$ cat config.mk
export PLATFORM = sky130hd
export DESIGN_NAME = evt_pace_div
export DESIGN_NICKNAME = d
export VERILOG_FILES = /design/src/rtl/evt_pace_pkg.sv /design/src/rtl/evt_pace_ctrl.sv /design/src/rtl/evt_pace_dpath.sv /design/src/rtl/evt_pace_div.sv
export SDC_FILE = /design/constraint.sdc
export NUM_CORES = 1
export LEC_CHECK = 0
export BUFFER_PORTS_ARGS = -buffer_cell sky130_fd_sc_hd__clkbuf_2
export CAP_MARGIN = 20
export CORE_MARGIN = 5
export CORE_UTILIZATION = 45
export CTS_CLUSTER_DIAMETER = 50
export DETAILED_ROUTE_END_ITERATION = 6
export GPL_TIMING_DRIVEN = 0
export PLACE_DENSITY = 0.76
export REMOVE_ABC_BUFFERS = 1
export SLEW_MARGIN = 10
export SYNTH_ARGS = -nofsm -noshare
export SYNTH_HDL_FRONTEND = slang
export SYNTH_SLANG_ARGS = --single-unit
$ cat constraint.sdc
create_clock -name clk -period 3.22 [get_ports clk]
set_clock_uncertainty 0.15 [all_clocks]
set_input_delay 0.644 -clock clk [delete_from_list [all_inputs] [get_ports clk]]
set_output_delay 0.644 -clock clk [all_outputs]
set_load 0.05 [all_outputs]
$ cat src/rtl/evt_pace_pkg.sv
package evt_pace_pkg;

  typedef enum logic [1:0] {
    ST_WAIT   = 2'd0,
    ST_COUNT  = 2'd1,
    ST_OUTPUT = 2'd2
  } paceState_t;

  // Strobes from control to datapath; at most one is set per cycle.
  typedef struct packed {
    logic reloadOne;
    logic incr;
    logic fire;
  } dpStrobe_t;

endpackage

$ cat src/rtl/evt_pace_ctrl.sv
module evt_pace_ctrl
  import evt_pace_pkg::*;
#(
  parameter int TIME_W = 8
) (
  input  logic              clk,
  input  logic              rst,
  input  logic              evtIn,
  input  logic              cntRestart,
  input  logic [TIME_W-1:0] timeCfg,
  input  logic              atLimit,
  output dpStrobe_t         strobe,
  output paceState_t        state
);

  paceState_t nextState;
  logic       divEnabled;

  assign divEnabled = (timeCfg == '0);

  always_comb begin
    strobe    = '0;
    nextState = ST_WAIT;
    if (evtIn && divEnabled) begin
      if (atLimit) begin
        strobe.fire = 1'b1;
        nextState   = ST_OUTPUT;
      end else if (cntRestart) begin
        strobe.reloadOne = 1'b1;
        nextState        = ST_COUNT;
      end else begin
        strobe.incr = 1'b1;
        nextState   = ST_COUNT;
      end
    end else if (cntRestart) begin
      strobe.reloadOne = 1'b1;
    end
  end

  always_ff @(posedge clk) begin
    if (rst) state <= ST_WAIT;
    else     state <= nextState;
  end

  // output state only follows an accepted event
  assert_output_needs_event_R4: assert property (@(posedge clk) disable iff (rst)
    (state == ST_OUTPUT) |-> ($past(evtIn) && ($past(timeCfg) == '0)));

  // strobes never overlap
  assert_strobe_exclusive_R4: assert property (@(posedge clk) disable iff (rst)
    $onehot0(strobe));

  // disabled divider never reaches output
  assert_disabled_idle_R5: assert property (@(posedge clk) disable iff (rst)
    (timeCfg != '0) |=> (state != ST_OUTPUT));

endmodule

$ cat src/rtl/evt_pace_dpath.sv
module evt_pace_dpath
  import evt_pace_pkg::*;
#(
  parameter int CNT_W = 8
) (
  input  logic             clk,
  input  logic             rst,
  input  dpStrobe_t        strobe,
  input  logic [CNT_W-1:0] cntCfg,
  output logic             atLimit,
  output logic             pulseQ
);

  localparam logic [CNT_W-1:0] CNT_ONE = CNT_W'(1);
  localparam logic [CNT_W-1:0] CNT_MAX = {CNT_W{1'b1}};

  logic [CNT_W-1:0] evtCount;
  logic [CNT_W-1:0] countPlus;

  // Comparison with >= covers a setting lowered below the current count.
  assign atLimit   = (evtCount >= cntCfg);
  assign countPlus = (evtCount == CNT_MAX) ? CNT_MAX : evtCount + CNT_ONE;

  always_ff @(posedge clk) begin
    if (rst) begin
      evtCount <= CNT_ONE;
      pulseQ   <= 1'b0;
    end else begin
      pulseQ <= strobe.fire;
      if (strobe.fire || strobe.reloadOne) evtCount <= CNT_ONE;
      else if (strobe.incr)                evtCount <= countPlus;
    end
  end

  // counter never sits at zero
  assert_cnt_nonzero_R1: assert property (@(posedge clk) disable iff (rst)
    evtCount != '0);

  // firing reloads the count and raises the pulse
  assert_fire_reload_R2: assert property (@(posedge clk) disable iff (rst)
    strobe.fire |=> (evtCount == CNT_ONE) && pulseQ);

  // a restart reload leaves the pulse low
  assert_restart_reload_R6: assert property (@(posedge clk) disable iff (rst)
    strobe.reloadOne |=> (evtCount == CNT_ONE) && !pulseQ);

  // counting never wraps to a smaller value
  assert_no_wrap_R9: assert property (@(posedge clk) disable iff (rst)
    strobe.incr |=> (evtCount > $past(evtCount)) || (evtCount == CNT_MAX));

endmodule

$ cat src/rtl/evt_pace_div.sv
module evt_pace_div
  import evt_pace_pkg::*;
#(
  parameter int CNT_W  = 8,
  parameter int TIME_W = 8
) (
  input  logic              clk,
  input  logic              rst,
  input  logic              evtIn,
  input  logic              cntRestart,
  input  logic [CNT_W-1:0]  cntCfg,
  input  logic [TIME_W-1:0] timeCfg,
  output logic              pulseOut
);

  dpStrobe_t  strobe;
  paceState_t state;
  logic       atLimit;

  evt_pace_ctrl #(.TIME_W(TIME_W)) ctrl_i (
    .clk(clk), .rst(rst), .evtIn(evtIn), .cntRestart(cntRestart),
    .timeCfg(timeCfg), .atLimit(atLimit), .strobe(strobe), .state(state)
  );

  evt_pace_dpath #(.CNT_W(CNT_W)) dpath_i (
    .clk(clk), .rst(rst), .strobe(strobe), .cntCfg(cntCfg),
    .atLimit(atLimit), .pulseQ(pulseOut)
  );

  // the pulse and the output state agree
  assert_pulse_state_R4: assert property (@(posedge clk) disable iff (rst)
    pulseOut == (state == ST_OUTPUT));

endmodule

======== Word-level counts from Yosys, hierarchy flattened ========
Index checks and enable logic that the tools add are counted.
storage, ports and cells
  register bits ........................... 9
  bits in latches ......................... 0
  memory bits (writable) .................. 0
  bits in read-only memories .............. 0
  output and inout bits ................... 1
  logic and storage cells ................. 16
  memories ................................ 0
operators by class
  add/subtract/negate cells ............... 1
  $mul .................................... 0
  div/mod/pow operators ................... 0
  magnitude comparators ................... 1
  equality and inequality tests ........... 1
  shifts and indexed selects .............. 0
  muxes and demuxes ....................... 7
  bitwise gates (word level) .............. 0
  reductions and logical operators ........ 4
operators with widths
  kind                   count
  $add A8 B1 Y8 const B  1
  $eq A8 B8 Y1 const B   1
  $ge A8 B8 Y1           1
  $logic_not A8 Y1       1
  $mux W8                1
  $mux W1                4
  $mux W2                2
  $reduce_or A2 Y1       1
  $logic_and A1 B1 Y1    1
  $logic_or A1 B1 Y1     1

======== Depth between registers and ports, before layout ========
  depth in word-level cells ............... 5
  depth in mapped cells ................... 8

======== Cells and area by module ========
Synthesis repeated with hierarchy kept, for this count alone.
unflattened totals
  cell total of the unflattened synthesis .. 80
  area, all modules ....................... 762.0 um^2
by module, submodules not included
  module          instances  cells an instance  area each (um^2)
  evt_pace_dpath  1          69                 651.9
  evt_pace_ctrl   1          11                 110.1

======== Worst setup path after synthesis ========
No wires, ideal clock.
  path kind ............................... input port to flip-flop
  start ................................... in cntCfg[2]
  end ..................................... reg dpath_i.evtCount[0]
  library setup time ...................... 0.122 ns
  arrival ................................. 2.120 ns
  data required time ...................... 2.948 ns
  path slack .............................. 0.828 ns
  stages on the path ...................... 7
  cells stage by stage .................... inv_1 -> ha_1 -> a211oi_2 -> o21ai_2 -> a211oi_4 -> o21ai_2 -> a311o_1
on the way
  word-level cells in the longest chain between the ends .. 5
ends and longest elaborated chain
  what                                RTL line              text
  start, declared                     evt_pace_div.sv:11    input logic [CNT_W-1:0] cntCfg,
  $ge A8 B8 Y1 (*)                    evt_pace_dpath.sv:21  assign atLimit = (evtCount >= cntCfg);
  $mux W1 or $mux W2 (tied branches)  evt_pace_ctrl.sv:25   if (atLimit) begin
  $mux W2 or $mux W1 (tied branches)  evt_pace_ctrl.sv:24   if (evtIn && divEnabled) begin
  $logic_or A1 B1 Y1                  evt_pace_dpath.sv:30  if (strobe.fire || strobe.reloadOne) evtCount <= CNT_ONE;
  $reduce_or A2 Y1 (no source line)   -
  end signal, assigned                evt_pace_dpath.sv:31  else if (strobe.incr) evtCount <= countPlus;
  end, declared                       evt_pace_dpath.sv:17  logic [CNT_W-1:0] evtCount;
Mark *: on every way between the ends. The rest lies on a longest branch, timed or not.
A chain may end at the register's enable or synchronous reset.

======== Final worst setup path ========
  start ................................... in cntCfg[2]
  end ..................................... reg dpath_i.evtCount[3]
Same word-level chain as after synthesis.

==> flow_metrics.py <==
metrics = {
    "critical_path": {
        "cp_max_fo": 11,
        "path_cells": "clkbuf_2, inv_1, ha_1, a211oi_2, o21ai_2, a211oi_2, a41oi_1, a211oi_1",
        "end_kind": "flip-flop",
        "timing.rr.start": "dpath_i.evtCount[2]",
        "critPathRequiredTime_ps": 3240,
        "path_class": "input port to flip-flop",
        "cpPeakStageDelay_ps": 560,
        "cpMostUsedCell": "a211oi_2",
        "startpoint_type": "input port",
        "crit_arrival_ps": 2420,
        "cp_slowest_cell": "a211oi_2",
        "startpoint": "cntCfg[2]",
    },
    "logic_synthesis": {
        "ys_seq_elements": 9,
        "yosys.area.top_type": "dfxtp_1",
        "syn_avg_cell_area_um2": 8.43,
        "synth_area_um2": 699,
        "synth_cell_type_count": 26,
        "yosys_warnings": 0,
        "syn_inst": 83,
        "synth_area_leaders": "dfxtp_1 (26%), ha_1 (16%), nor3_1 (5.7%)",
        "synth_top_cell_area_share_pct": 25.8,
        "seq_area_frac_synth_pct": 25.8,
    },
    "drt": {
        "vias_per_cell": 5.66,
        "drt_wl_total_um": 1580,
        "vias": 691,
        "drt-initial-drc-count": 7,
        "wl_per_cell_um": 12.9,
        "firstDrtPassIters": 4,
        "ant_nets": 0,
        "drc": 0,
    },
    "layout": {
        "mostFrequentLayoutCells": "clkbuf_2 (20), inv_1 (9), nor2_1 (9), ha_1 (9), dfxtp_1 (9)",
        "syn_to_final_growth_pct": 19.9,
        "layout.nets": 136,
        "fill_cells": 158,
        "postLayoutCoreUtil_pct": 56.3,
        "antenna_cells": 0,
        "final_cell_count_no_fill": 122,
        "drive_gt1_share_pct": 28.3,
        "layout_commonest_cell": "clkbuf_2",
        "multi_input_area_um2": 478,
        "regArea_um2": 180,
    },
    "clock_network": {
        "cts_hold_buffers": 0,
        "cts_sinks": 9,
        "cts_setup_buffers": 0,
        "cts_resized": 0,
        "numCtsBuffers": 3,
        "clkTransAtPathRegs_ps": 60,
        "cts_tree": "built",
        "insertion_delay_ps": 250,
        "htree_levels": 1,
        "root_buffer": "clkbuf_4",
        "clock_tree.buffer_depth": 2,
    },
    "timing": {
        "hold_viol": 0,
        "fin_tns_setup_ps": 0,
        "grt_setup_unrepaired": "false",
        "period_minus_slack_ps": 2400,
        "post-route-period-util_pct": 74.4,
        "tightest_slew_ps": 595,
        "slew-limit-headroom_pct": 60.3,
        "report.final.slew_viol_count": 0,
        "max_freq_mhz": 417,
        "setup_violations": 0,
        "layout_setup_ws_ps": 824,
    },
    "die": {
        "fp.coreArea_mm2": 0.00149,
        "rows": 14,
        "pin_count": 21,
        "start_util_pct": 47.0,
        "die_h_um": 49.4,
        "die_w_um": 49.4,
        "die-area_mm2": 0.00244,
    },
    "worst_hold_path": {
        "worstHoldPathType": "flip-flop to flip-flop",
        "hold_start": "dpath_i.evtCount[6]",
    },
    "global_routing": {
        "grt_pass1_wl_um": 2750,
        "grt.total_usage_pct": 13.8,
        "first_global_vias": 707,
        "antenna_found_initial": 0,
        "grt_max_degree": 12,
        "grt.overflow.total": 0,
    },
    "power": {
        "p_leak_nw": 0.384,
        "powerDensity_mw_per_mm2": 269,
        "vdd_drop_max_mv": 0.112,
    },
    "placement": {
        "place_ws_ps": 555,
        "routabilityCongestion": 0.753,
        "port_buffers": 20,
        "placed_cells": 118,
        "dp_hpwl_um": 1350,
    },
    "run_status": {
        "status": "finished, final reports clean",
    },
    "run": {
        "max-cap-violations": 0,
    },
}
[through the flow]
step / cell area (µm²) / hold WS, ps / total power [mW]
floorplan: 692 / 373 / 0.125
global placement: 812 / 390 / 0.140
detailed placement: 812 / 419 / 0.141
CTS: 838 / 426 / 0.227
global route: 838 / 423 / 0.236
finish: 838 / 422 / 0.225
[logic make-up (layout without fill, tap and decap cells)]
logic type	Yosys count	in the layout	synth area share (%)
AOI/OAI and AO/OA	17	17	20.2
buffers and inverters	10	33	5.90
DFF	9	9	25.8
adders and majority gates	9	9	16.1
and+or+nand+nor	38	38	32.0
[worst max-delay path: cells and delay by family]
family	cells	cell delay [ps]
fa+ha+maj	1	320
buf+inv	2	100
compound gates	5	1350
[Yosys cell counts]
library cell,count
nor4_4,1
and4_1,3
dfxtp_1,9
nand4_1,3
a211oi_1,3
nor2_1,9
nor3_1,8
and4b_1,1
nor4_1,1
a21oi_1,4
or2_2,1
a311o_1,1
ha_1,9
buf_4,1
o21ai_2,2
nor2b_1,2
a41oi_1,1
a211oi_4,1
a211oi_2,2
nand2_1,2
nand3_1,4
o21ai_0,1
a31oi_1,2
nor4b_1,1
inv_1,9
and3_1,2
[layer usage]
metal	GRT usage [%]	routed length, µm
met1	15.9	719
met2	23.8	763
met3	3.36	63
met4	6.11	32
met5	0	0
[state kept, by name, summed over array words and instances, names as in the netlist]
name / flops
dpath_i.pulseQ: 1
dpath_i.evtCount: 8
[layout make-up]
type | count | area share (%)
multi-input combinational | 64 | 57.0
sequential | 9 | 21.5
timing repair buffer | 20 | 11.9
inverter | 9 | 4.03
clock buffer | 4 | 3.13
tap | 16 | 2.39
[worst paths after layout]
| kind | endpoint | slack (ps) | cells after the start |
|---|---|---|---|
| max | dpath_i.evtCount[3] | 820 | 8 |
| min | dpath_i.evtCount[6] | 420 | 2 |
| max reg2reg | dpath_i.evtCount[3] | 920 | 6 |
| min reg2reg | dpath_i.evtCount[6] | 420 | 2 |
[report_power, final]
part / switching [mW] / internal [mW]
sequential: 0.0000138 / 0.111
clock: 0.0393 / 0.0477
combinational: 0.0135 / 0.0135
total: 0.0529 / 0.172
Note: power is estimated with default switching activity, not from simulation.
